**src/rtl/smb_pkg.sv**
```systemverilog
package smb_pkg;

  typedef enum logic [1:0] {
    ENT_IDLE = 2'd0,
    ENT_OPEN = 2'd1,
    ENT_WAIT = 2'd2,
    ENT_RET  = 2'd3
  } ent_state_e;

  localparam logic REQ_RWITM = 1'b0;
  localparam logic REQ_CLAIM = 1'b1;

endpackage

```
**src/rtl/smb_ffs.sv**
```systemverilog
module smb_ffs #(
  parameter int N = 8,
  localparam int IW = (N > 1) ? $clog2(N) : 1
) (
  input  logic [N-1:0]  req_i,
  output logic [N-1:0]  oh_o,
  output logic [IW-1:0] idx_o,
  output logic          any_o
);

  always_comb begin
    oh_o  = '0;
    idx_o = '0;
    for (int i = N - 1; i >= 0; i--) begin
      if (req_i[i]) begin
        oh_o    = '0;
        oh_o[i] = 1'b1;
        idx_o   = IW'(i);
      end
    end
  end

  assign any_o = |req_i;

endmodule

```
**src/rtl/smb_entry.sv**
```systemverilog
module smb_entry
  import smb_pkg::*;
#(
  parameter int LINE_BYTES = 32,
  parameter int LINE_AW    = 27,
  localparam int DATA_W    = LINE_BYTES * 8
) (
  input  logic                  clk,
  input  logic                  rst,
  input  logic                  alloc_i,
  input  logic                  merge_i,
  input  logic                  grant_i,
  input  logic                  fill_i,
  input  logic                  retire_i,
  input  logic [LINE_AW-1:0]    wr_line_i,
  input  logic [LINE_BYTES-1:0] wr_be_i,
  input  logic [DATA_W-1:0]     wr_data_i,
  input  logic [DATA_W-1:0]     fill_data_i,
  output ent_state_e            state_o,
  output logic [LINE_AW-1:0]    line_o,
  output logic [LINE_BYTES-1:0] mask_o,
  output logic [DATA_W-1:0]     data_o,
  output logic                  full_o
);

  ent_state_e            state_q;
  logic [LINE_AW-1:0]    line_q;
  logic [LINE_BYTES-1:0] mask_q;
  logic [DATA_W-1:0]     data_q;
  logic [LINE_BYTES-1:0] wr_en;
  logic [LINE_BYTES-1:0] fill_en;

  assign wr_en   = (alloc_i || merge_i) ? wr_be_i : '0;
  assign fill_en = fill_i ? ~mask_q : '0;
  assign full_o  = &mask_q;

  always_ff @(posedge clk) begin
    if (rst) begin
      state_q <= ENT_IDLE;
      mask_q  <= '0;
    end else begin
      case (state_q)
        ENT_IDLE: begin
          if (alloc_i) begin
            state_q <= ENT_OPEN;
            mask_q  <= wr_be_i;
          end
        end
        ENT_OPEN: begin
          if (merge_i) mask_q <= mask_q | wr_be_i;
          if (grant_i) state_q <= full_o ? ENT_RET : ENT_WAIT;
        end
        ENT_WAIT: begin
          if (fill_i) state_q <= ENT_RET;
        end
        default: begin
          if (retire_i) state_q <= ENT_IDLE;
        end
      endcase
    end
  end

  always_ff @(posedge clk) begin
    if (alloc_i) line_q <= wr_line_i;
  end

  for (genvar b = 0; b < LINE_BYTES; b++) begin : g_byte
    always_ff @(posedge clk) begin
      if (wr_en[b])        data_q[b*8 +: 8] <= wr_data_i[b*8 +: 8];
      else if (fill_en[b]) data_q[b*8 +: 8] <= fill_data_i[b*8 +: 8];
    end
  end

  assign state_o = state_q;
  assign line_o  = line_q;
  assign mask_o  = mask_q;
  assign data_o  = data_q;

endmodule

```
**src/rtl/store_merge_buf.sv**
```systemverilog
module store_merge_buf
  import smb_pkg::*;
#(
  parameter int NUM_ENT    = 8,
  parameter int LINE_BYTES = 32,
  parameter int LINE_AW    = 27,
  localparam int DATA_W    = LINE_BYTES * 8,
  localparam int TAG_W     = (NUM_ENT > 1) ? $clog2(NUM_ENT) : 1
) (
  input  logic                  clk,
  input  logic                  rst,
  input  logic                  st_valid,
  output logic                  st_ready,
  input  logic [LINE_AW-1:0]    st_line,
  input  logic [LINE_BYTES-1:0] st_be,
  input  logic [DATA_W-1:0]     st_data,
  output logic                  bus_req_valid,
  input  logic                  bus_req_ready,
  output logic                  bus_req_type,
  output logic [TAG_W-1:0]      bus_req_tag,
  output logic [LINE_AW-1:0]    bus_req_line,
  input  logic                  rsp_valid,
  input  logic [TAG_W-1:0]      rsp_tag,
  input  logic [DATA_W-1:0]     rsp_data,
  output logic                  done_valid,
  output logic [TAG_W-1:0]      done_tag,
  output logic [LINE_AW-1:0]    done_line,
  output logic [DATA_W-1:0]     done_data
);

  ent_state_e            state_a [NUM_ENT];
  logic [LINE_AW-1:0]    line_a  [NUM_ENT];
  logic [LINE_BYTES-1:0] mask_a  [NUM_ENT];
  logic [DATA_W-1:0]     data_a  [NUM_ENT];
  logic [NUM_ENT-1:0]    full_vec;

  logic [NUM_ENT-1:0] idle_vec, open_vec, wait_vec, ret_vec, match_vec;
  logic [NUM_ENT-1:0] alloc_oh, req_oh, ret_oh;
  logic [TAG_W-1:0]   alloc_idx, req_idx, ret_idx;
  logic               any_idle, any_open, any_ret;
  logic               hit, st_fire, grant;

  smb_ffs #(.N(NUM_ENT)) u_alloc_pick (
    .req_i(idle_vec), .oh_o(alloc_oh), .idx_o(alloc_idx), .any_o(any_idle)
  );
  smb_ffs #(.N(NUM_ENT)) u_req_pick (
    .req_i(open_vec), .oh_o(req_oh), .idx_o(req_idx), .any_o(any_open)
  );
  smb_ffs #(.N(NUM_ENT)) u_ret_pick (
    .req_i(ret_vec), .oh_o(ret_oh), .idx_o(ret_idx), .any_o(any_ret)
  );

  assign hit      = |match_vec;
  assign st_ready = hit || any_idle;
  assign st_fire  = st_valid && st_ready;
  assign grant    = any_open && bus_req_ready;

  for (genvar g = 0; g < NUM_ENT; g++) begin : g_ent
    logic alloc_g, merge_g, grant_g, fill_g;

    assign idle_vec[g]  = (state_a[g] == ENT_IDLE);
    assign open_vec[g]  = (state_a[g] == ENT_OPEN);
    assign wait_vec[g]  = (state_a[g] == ENT_WAIT);
    assign ret_vec[g]   = (state_a[g] == ENT_RET);
    assign match_vec[g] = open_vec[g] && (line_a[g] == st_line);

    assign alloc_g = st_fire && !hit && alloc_oh[g];
    assign merge_g = st_fire && match_vec[g];
    assign grant_g = grant && req_oh[g];
    assign fill_g  = rsp_valid && (rsp_tag == TAG_W'(g)) && wait_vec[g];

    smb_entry #(.LINE_BYTES(LINE_BYTES), .LINE_AW(LINE_AW)) u_entry (
      .clk        (clk),
      .rst        (rst),
      .alloc_i    (alloc_g),
      .merge_i    (merge_g),
      .grant_i    (grant_g),
      .fill_i     (fill_g),
      .retire_i   (ret_oh[g]),
      .wr_line_i  (st_line),
      .wr_be_i    (st_be),
      .wr_data_i  (st_data),
      .fill_data_i(rsp_data),
      .state_o    (state_a[g]),
      .line_o     (line_a[g]),
      .mask_o     (mask_a[g]),
      .data_o     (data_a[g]),
      .full_o     (full_vec[g])
    );
  end

  assign bus_req_valid = any_open;
  assign bus_req_tag   = req_idx;
  assign bus_req_line  = line_a[req_idx];
  assign bus_req_type  = full_vec[req_idx] ? REQ_CLAIM : REQ_RWITM;

  assign done_valid = any_ret;
  assign done_tag   = ret_idx;
  assign done_line  = line_a[ret_idx];
  assign done_data  = data_a[ret_idx];

endmodule

```
**config.mk**
```make
export PLATFORM = sky130hd
export DESIGN_NAME = store_merge_buf
export DESIGN_NICKNAME = d
export VERILOG_FILES = /design/src/rtl/smb_pkg.sv /design/src/rtl/smb_ffs.sv /design/src/rtl/smb_entry.sv /design/src/rtl/store_merge_buf.sv
export SDC_FILE = /design/constraint.sdc
export NUM_CORES = 2
export LEC_CHECK = 0
export BUFFER_PORTS_ARGS = -buffer_cell sky130_fd_sc_hd__buf_4
export CELL_PAD_IN_SITES_DETAIL_PLACEMENT = 1
export CELL_PAD_IN_SITES_GLOBAL_PLACEMENT = 1
export CORE_MARGIN = 1
export CORE_UTILIZATION = 43
export CTS_BUF_LIST = sky130_fd_sc_hd__clkbuf_2 sky130_fd_sc_hd__clkbuf_4 sky130_fd_sc_hd__clkbuf_8
export CTS_CLUSTER_DIAMETER = 150
export DETAILED_ROUTE_END_ITERATION = 8
export GPL_TIMING_DRIVEN = 0
export PLACE_DENSITY_LB_ADDON = 0.08
export SYNTH_ARGS = -nofsm -noshare
export SYNTH_HDL_FRONTEND = slang
export SYNTH_HIERARCHICAL = 1
export SYNTH_SLANG_ARGS = --single-unit
export TNS_END_PERCENT = 100
```
**constraint.sdc**
```tcl
create_clock -name clk -period 9 [get_ports clk]
set_input_delay 1.8 -clock clk [delete_from_list [all_inputs] [get_ports clk]]
set_output_delay 1.8 -clock clk [all_outputs]
set_load 0.01 [all_outputs]
```
==> After elaboration in Yosys (flattened, before gate mapping) <==
Cells that the tools add are included.
{ "totals": {"regBits": 2536, "input_bits": 579, "out_inout_bits": 320, "elab_cells": 1394} }
{ "op_classes": {"order_cmp": 3, "n_eq_ne": 71, "mux": 652, "bitwise": 18, "reduce_logical": 370} }
{ "op_table": {"columns": ["cell", "n"], "rows": [
  ["$mux 8", 536],
  ["$mux 32", 32],
  ["$bmux 256 s3", 1],
  ["$reduce_bool 2->1", 264],
  ["$mux 256", 2],
  ["$pmux 32 s2", 8],
  ["$not 32->32", 8],
  ["$or 32x32->32", 8],
  ["$reduce_and 32->1", 8],
  ["$eq 27x27->1", 8],
  ["$bmux 27 s3", 2],
  ["$mux 27", 4],
  ["$mux 2", 32],
  ["$ne 2x1->1 const B", 32],
  ["$logic_and 1x1->1", 51],
  ["$mux 3", 16],
  ["$pmux 2 s3", 8],
  ["$eq 2x2->1 const B", 16],
  ["$reduce_and 4->1", 8],
  ["$reduce_bool 4->1", 8],
  ["$reduce_or 8->1", 4],
  ["$reduce_and 3->1", 8],
  ["$eq 2x1->1 const B", 8],
  ["$logic_not 2->1", 8],
  ["11 further kinds", 34]
]} }

==> Depth between registers and ports, before layout <==
{ "depth": {"depth_word": 13, "ltp_mapped": 13, "mapped_depth_nobuf": 11} }

==> Hierarchy <==
Netlist, hierarchy kept.
{ "by_module_without_submodules": {"columns": ["mod", "instances", "cells_each", "area_per_inst_um2", "seq_area_each_um2"], "rows": [
  ["smb_entry", 8, 755, 13847.0, 9178.8],
  ["store_merge_buf", 1, 1579, 21733.3, 0.0],
  ["smb_ffs", 3, 24, 143.9, 0.0]
]} }

==> Worst setup path before layout <==
No wires, ideal clock.
{ "synth_timing": {"path_type": "input port to flip-flop", "startpoint": "input port st_line[10]", "endpoint": "register g_ent[0].u_entry.data_q[168] (enable)", "setup_time_ps": 384, "arrival_time_ps": 5293, "required_ps": 8616, "setup_slack_ps": 3323, "path_stages": 13, "n_path_buf": 4, "cell_sequence": "buf_4 > xor2_1 > nor4_1 > nand3_1 > o22ai_1 > or4_1 > buf_2 > nor2_1 > or2_1 > buf_6 > buf_12 > nand2_8 > o21ai_0"} }
{ "synth_via": {"elab_chain_len": 10, "elab_cells_between_ends": 26, "classes_between": "eq/ne: 8; mux: 1; reduce/logical: 17"} }
{ "synth_rtl": {"columns": ["element", "line_no", "text"], "rows": [
  ["from (decl)", "store_merge_buf.sv:14", "input logic [LINE_AW-1:0] st_line,"],
  ["$eq 27x27->1", "store_merge_buf.sv:65", "assign match_vec[g] = open_vec[g] && (line_a[g] == st_line);"],
  ["$logic_and 1x1->1", "store_merge_buf.sv:65", null],
  ["$reduce_or 8->1 (*)", "store_merge_buf.sv:53", "assign hit = |match_vec;"],
  ["$logic_or 1x1->1", "store_merge_buf.sv:54", "assign st_ready = hit || any_idle;"],
  ["$logic_and 1x1->1", "store_merge_buf.sv:55", "assign st_fire = st_valid && st_ready;"],
  ["$logic_and 1x1->1 (*) (2 in series)", "store_merge_buf.sv:67", "assign alloc_g = st_fire && !hit && alloc_oh[g];"],
  ["net g_ent[0].alloc_g", "store_merge_buf.sv:59", "logic alloc_g, merge_g, grant_g, fill_g;"],
  ["$logic_or 1x1->1 (*)", "smb_entry.sv:33", "assign wr_en = (alloc_i || merge_i) ? wr_be_i : '0;"],
  ["$mux 32 (*)", "smb_entry.sv:33", null],
  ["$reduce_bool 2->1 (no source line) (*)", null, null],
  ["to (signal, indexed assignment)", "smb_entry.sv:69", "if (wr_en[b]) data_q[b*8 +: 8] <= wr_data_i[b*8 +: 8];"],
  ["to (signal, indexed assignment)", "smb_entry.sv:70", "else if (fill_en[b]) data_q[b*8 +: 8] <= fill_data_i[b*8 +: 8];"],
  ["to (decl)", "smb_entry.sv:29", "logic [DATA_W-1:0] data_q;"]
]} }
The timed path passes the listed nets; every way through them passes the cells marked *.
A chain may end at the register's enable or synchronous reset.

==> Worst setup path after layout <==
{ "layout_timing": {"startpoint": "register g_ent[5].u_entry.state_q[1]", "endpoint": "output port bus_req_line[0]"} }
{ "layout_via": {"elab_chain_len": 11} }
{ "layout_rtl": {"columns": ["element", "line_no", "text"], "rows": [
  ["from (decl)", "smb_entry.sv:26", "ent_state_e state_q;"],
  ["from (signal assigned)", "smb_entry.sv:51", "if (grant_i) state_q <= full_o ? ENT_RET : ENT_WAIT;"],
  ["$eq 2x1->1", "store_merge_buf.sv:62", "assign open_vec[g] = (state_a[g] == ENT_OPEN);"],
  ["net open_vec[5]", "store_merge_buf.sv:37", "logic [NUM_ENT-1:0] idle_vec, open_vec, wait_vec, ret_vec, match_vec;"],
  ["$mux 3 (6 in series)", "smb_ffs.sv:15", "if (req_i[i]) begin"],
  ["$not 3->4 (implied by the code)", "store_merge_buf.sv:94", "assign bus_req_line = line_a[req_idx];"],
  ["$bmux 27 s3", "store_merge_buf.sv:94", null],
  ["$mux 27 (implied by the code) (2 in series)", "store_merge_buf.sv:94", null],
  ["to (decl)", "store_merge_buf.sv:21", "output logic [LINE_AW-1:0] bus_req_line,"]
]} }
The timed path passes the listed nets, and every way through them passes these cells. The select of a mux whose other input is x is not followed.

==> results by group <==
Clock tree
  • CTS Buffer Depth: 4
  • CTS resizes: 0
  • Clock Latency Late Sink: roughly 1200 ps
  • Root buf cell: clkbuf_8
  • Setup bufs post-CTS: 0
  • CTS Buf Count: 454
  • Cts-stage hold buffer count: 0
  • Clk sinks: approximately 2500
  • Clock slew seen by the registers of the worst setup and hold paths: 70 ps
  • CTS tree: done
  • Depth of the CTS H-tree: 5

Power
  • Clock Power Share: 33.5%
  • Internal power: about 22 mW
  • Switching pwr: 9.869 mW
  • Combinational share of power: between 20% and 30%
  • Sw frac: 30.57%
  • Seq pwr share: 44.2%
  • Pwr/cell area: 207.1 nW/µm²
  • Leakage power: 54.15 nW
  • Worst IR Drop VDD: 0.1164 mV

Detailed routing
  • DRT iter0 DRCs: approximately 8500
  • Routed Antenna Nets: 0
  • Final wirelength: 509.2 mm
  • Drt pass-1 iters: 5
  • Vias per inst: 6.078
  • Via count: 83952
  • DRC errors left: 0
  • WL/cell: about 37 µm

Flow run
  • MaxCap Viol Count: 9

Floorplan
  • Starting density of the core: a little over two fifths
  • Die area: 311300 µm²
  • # rows: 203
  • Die Span X: 557.9 µm
  • Die Ht: 557.9 µm
  • Placeable Area: 306600 µm²
  • Top Ports: around 900

Placement
  • DP Wirelength: 369.0 mm
  • I/O Buffers: 897
  • Placer Congestion: roughly 0.93
  • Placed Area: between 100000 and 150000 µm²

Worst setup path
  • Crit path required time: 7200 ps
  • Worst reg2reg path depth: 12
  • CP arrival: 6540 ps
  • RR Startpoint: g_ent[2].u_entry/state_o[1]$_SDFFE_PP0P_
  • Worst setup EP type: output port
  • Crit-path max FO: 10
  • CP Launch Type: flop
  • R2R Setup Slk: 3560 ps
  • FF-to-FF End: g_ent[4].u_entry/mask_o[4]$_SDFFE_PP0P_
  • Crit Path Category: flop to output port

Timing
  • Slew @ Worst Pin: 1642 ps
  • Fin. max-slew vios: 88
  • Finish-stage setup viols: 0
  • Fin Setup TNS: 0 ps
  • Hold Vio Cnt, Final: 0
  • Tmin final: 8339 ps
  • Setup Skew: 106.4 ps
  • Max Clk Rate: 119.9 MHz
  • Worst slew margin relative to its limit: -9.467%
  • RSZ-0062 raised after global routing: no
  • Final period utilization: 92.66%

Global route
  • Remaining Overflow, GRT: 0
  • Largest net degree at the start of global routing: 18
  • Tot GR Track Use: 31.98%
  • Vias in the first global route: between 80000 and 90000
  • First-pass GRT wire length: 690.9 mm
  • Initial antenna violation count: ~170

Worst hold path
  • Hold Crit Start: g_ent[3].u_entry/mask_o[25]$_SDFFE_PP0P_
  • Hold Path Class: flop to flop
  • Number of cells on the worst hold path: 2
  • Hold Crit Endpoint: g_ent[3].u_entry/mask_o[25]$_SDFFE_PP0P_

Layout
  • Fillers: 28988
  • Area Growth Syn to Fin: 17.27%
  • Final instance area: 155800 µm²
  • Share of layout cells above drive strength 1: 55.15%
  • Nets: 9878
  • Final Core Density: 50.84%

Status
  • Status: finished with violations
  • Failing checks: max-capacitance violations, max-slew violations

Logic synthesis
  • Syn Area/Cell: 17.30 µm²
  • Warnings from Yosys: 6
  • Post-Syn Area: 132900 µm²
  • Syn Inst Count: 7684
  • Syn Nets: 8295
## critical path: stages, from the launching register on
cell and delay (ps):
dfxtp_1 490, nand2b_1 450, inv_1 170, nor2_2 170
o21ai_0 100, a21boi_0 1030, clkbuf_1 1050, clkbuf_1 910
mux4_2 430, mux2_2 370, buf_4 180
## per-stage QoR
step	power [mW]	setup WS, ps	hold WS [ps]	std cells
2_1_floorplan	18.15	3323	482.0	7684
5_1_grt	33.22	796.7	589.2	13776
3_3_place_gp	21.31	-657.0	503.2	12681
6_report	32.28	661.0	544.0	13812
3_5_place_dp	21.61	2178	524.0	12910
4_1_cts	32.42	874.2	540.1	13728
## registers in the layout, indices dropped and copies added, names as in the netlist
register               cells
g_ent.u_entry/state_o     16
g_ent.u_entry/data_o    2048
g_ent.u_entry/line_o     216
g_ent.u_entry/mask_o     256
## worst max-delay path by stage
stage                                              from                                  endpoint  depth (start not counted)  slack (ps)
2_1_floorplan                               st_line[10]    g_ent[0].u_entry/data_o[168]$_DFFE_PP_                         13        3320
3_3_place_gp                                st_line[17]   g_ent[0].u_entry/mask_o[7]$_SDFFE_PP0P_                         13        -660
3_5_place_dp                                st_line[21]  g_ent[0].u_entry/mask_o[15]$_SDFFE_PP0P_                         14        2180
4_1_cts        g_ent[5].u_entry/state_o[1]$_SDFFE_PP0P_                           bus_req_line[0]                         10         870
5_1_grt        g_ent[5].u_entry/state_o[1]$_SDFFE_PP0P_                           bus_req_line[0]                         10         800
6_report       g_ent[5].u_entry/state_o[1]$_SDFFE_PP0P_                           bus_req_line[0]                         10         660
## placed cells by master (no fill, tap or decap), types with 128 or more instances in the layout
| cell | count |
|---|---|
| a22oi_1 | 256 |
| buf_4 | 1088 |
| clkbuf_1 | 128 |
| clkbuf_4 | 156 |
| clkbuf_8 | 469 |
| dfxtp_1 | 272 |
| edfxtp_1 | 2264 |
| mux2_2 | 1807 |
| mux2_4 | 560 |
| mux4_2 | 622 |
| nand2_8 | 240 |
| nor2_1 | 303 |
| o21ai_1 | 251 |
| xor2_1 | 214 |
## cell type report
| cell class | instances | area [µm²] | area share, % |
|---|---|---|---|
| Antenna cell | 83 | 207.7 | 0.1333 |
| Buffer | 340 | 2067 | 1.326 |
| Clock buffer | 624 | 7619 | 4.888 |
| Clock inverter | 194 | 1161 | 0.7450 |
| Inverter | 42 | 157.7 | 0.1012 |
| Multi-Input combinational cell | 4766 | 57350 | 36.80 |
| Sequential cell | 2536 | 73430 | 47.12 |
| Tap cell | 4100 | 5130 | 3.292 |
| Timing Repair Buffer | 1127 | 8728 | 5.601 |
## layer usage
| layer | global-route usage (%) | wire, µm | vias to the layer above |
|---|---|---|---|
| li1 | - | - | 34610 |
| met1 | 41.71 | 204200 | 44399 |
| met2 | 49.46 | 233300 | 3815 |
| met3 | 9.155 | 48310 | 992 |
| met4 | 14.31 | 22620 | 136 |
| met5 | 0 | 823 | - |
## power groups by stage
stage          clock, mW  sequential (mW)  combinational (mW)
2_1_floorplan          0             14.1                4.06
3_3_place_gp           0             14.5                6.86
3_5_place_dp           0             14.5                7.14
4_1_cts             11.0             14.2                7.17
5_1_grt             11.4             14.3                7.50
6_report            10.8             14.3                7.21
Note: power is estimated with default switching activity, not from simulation.
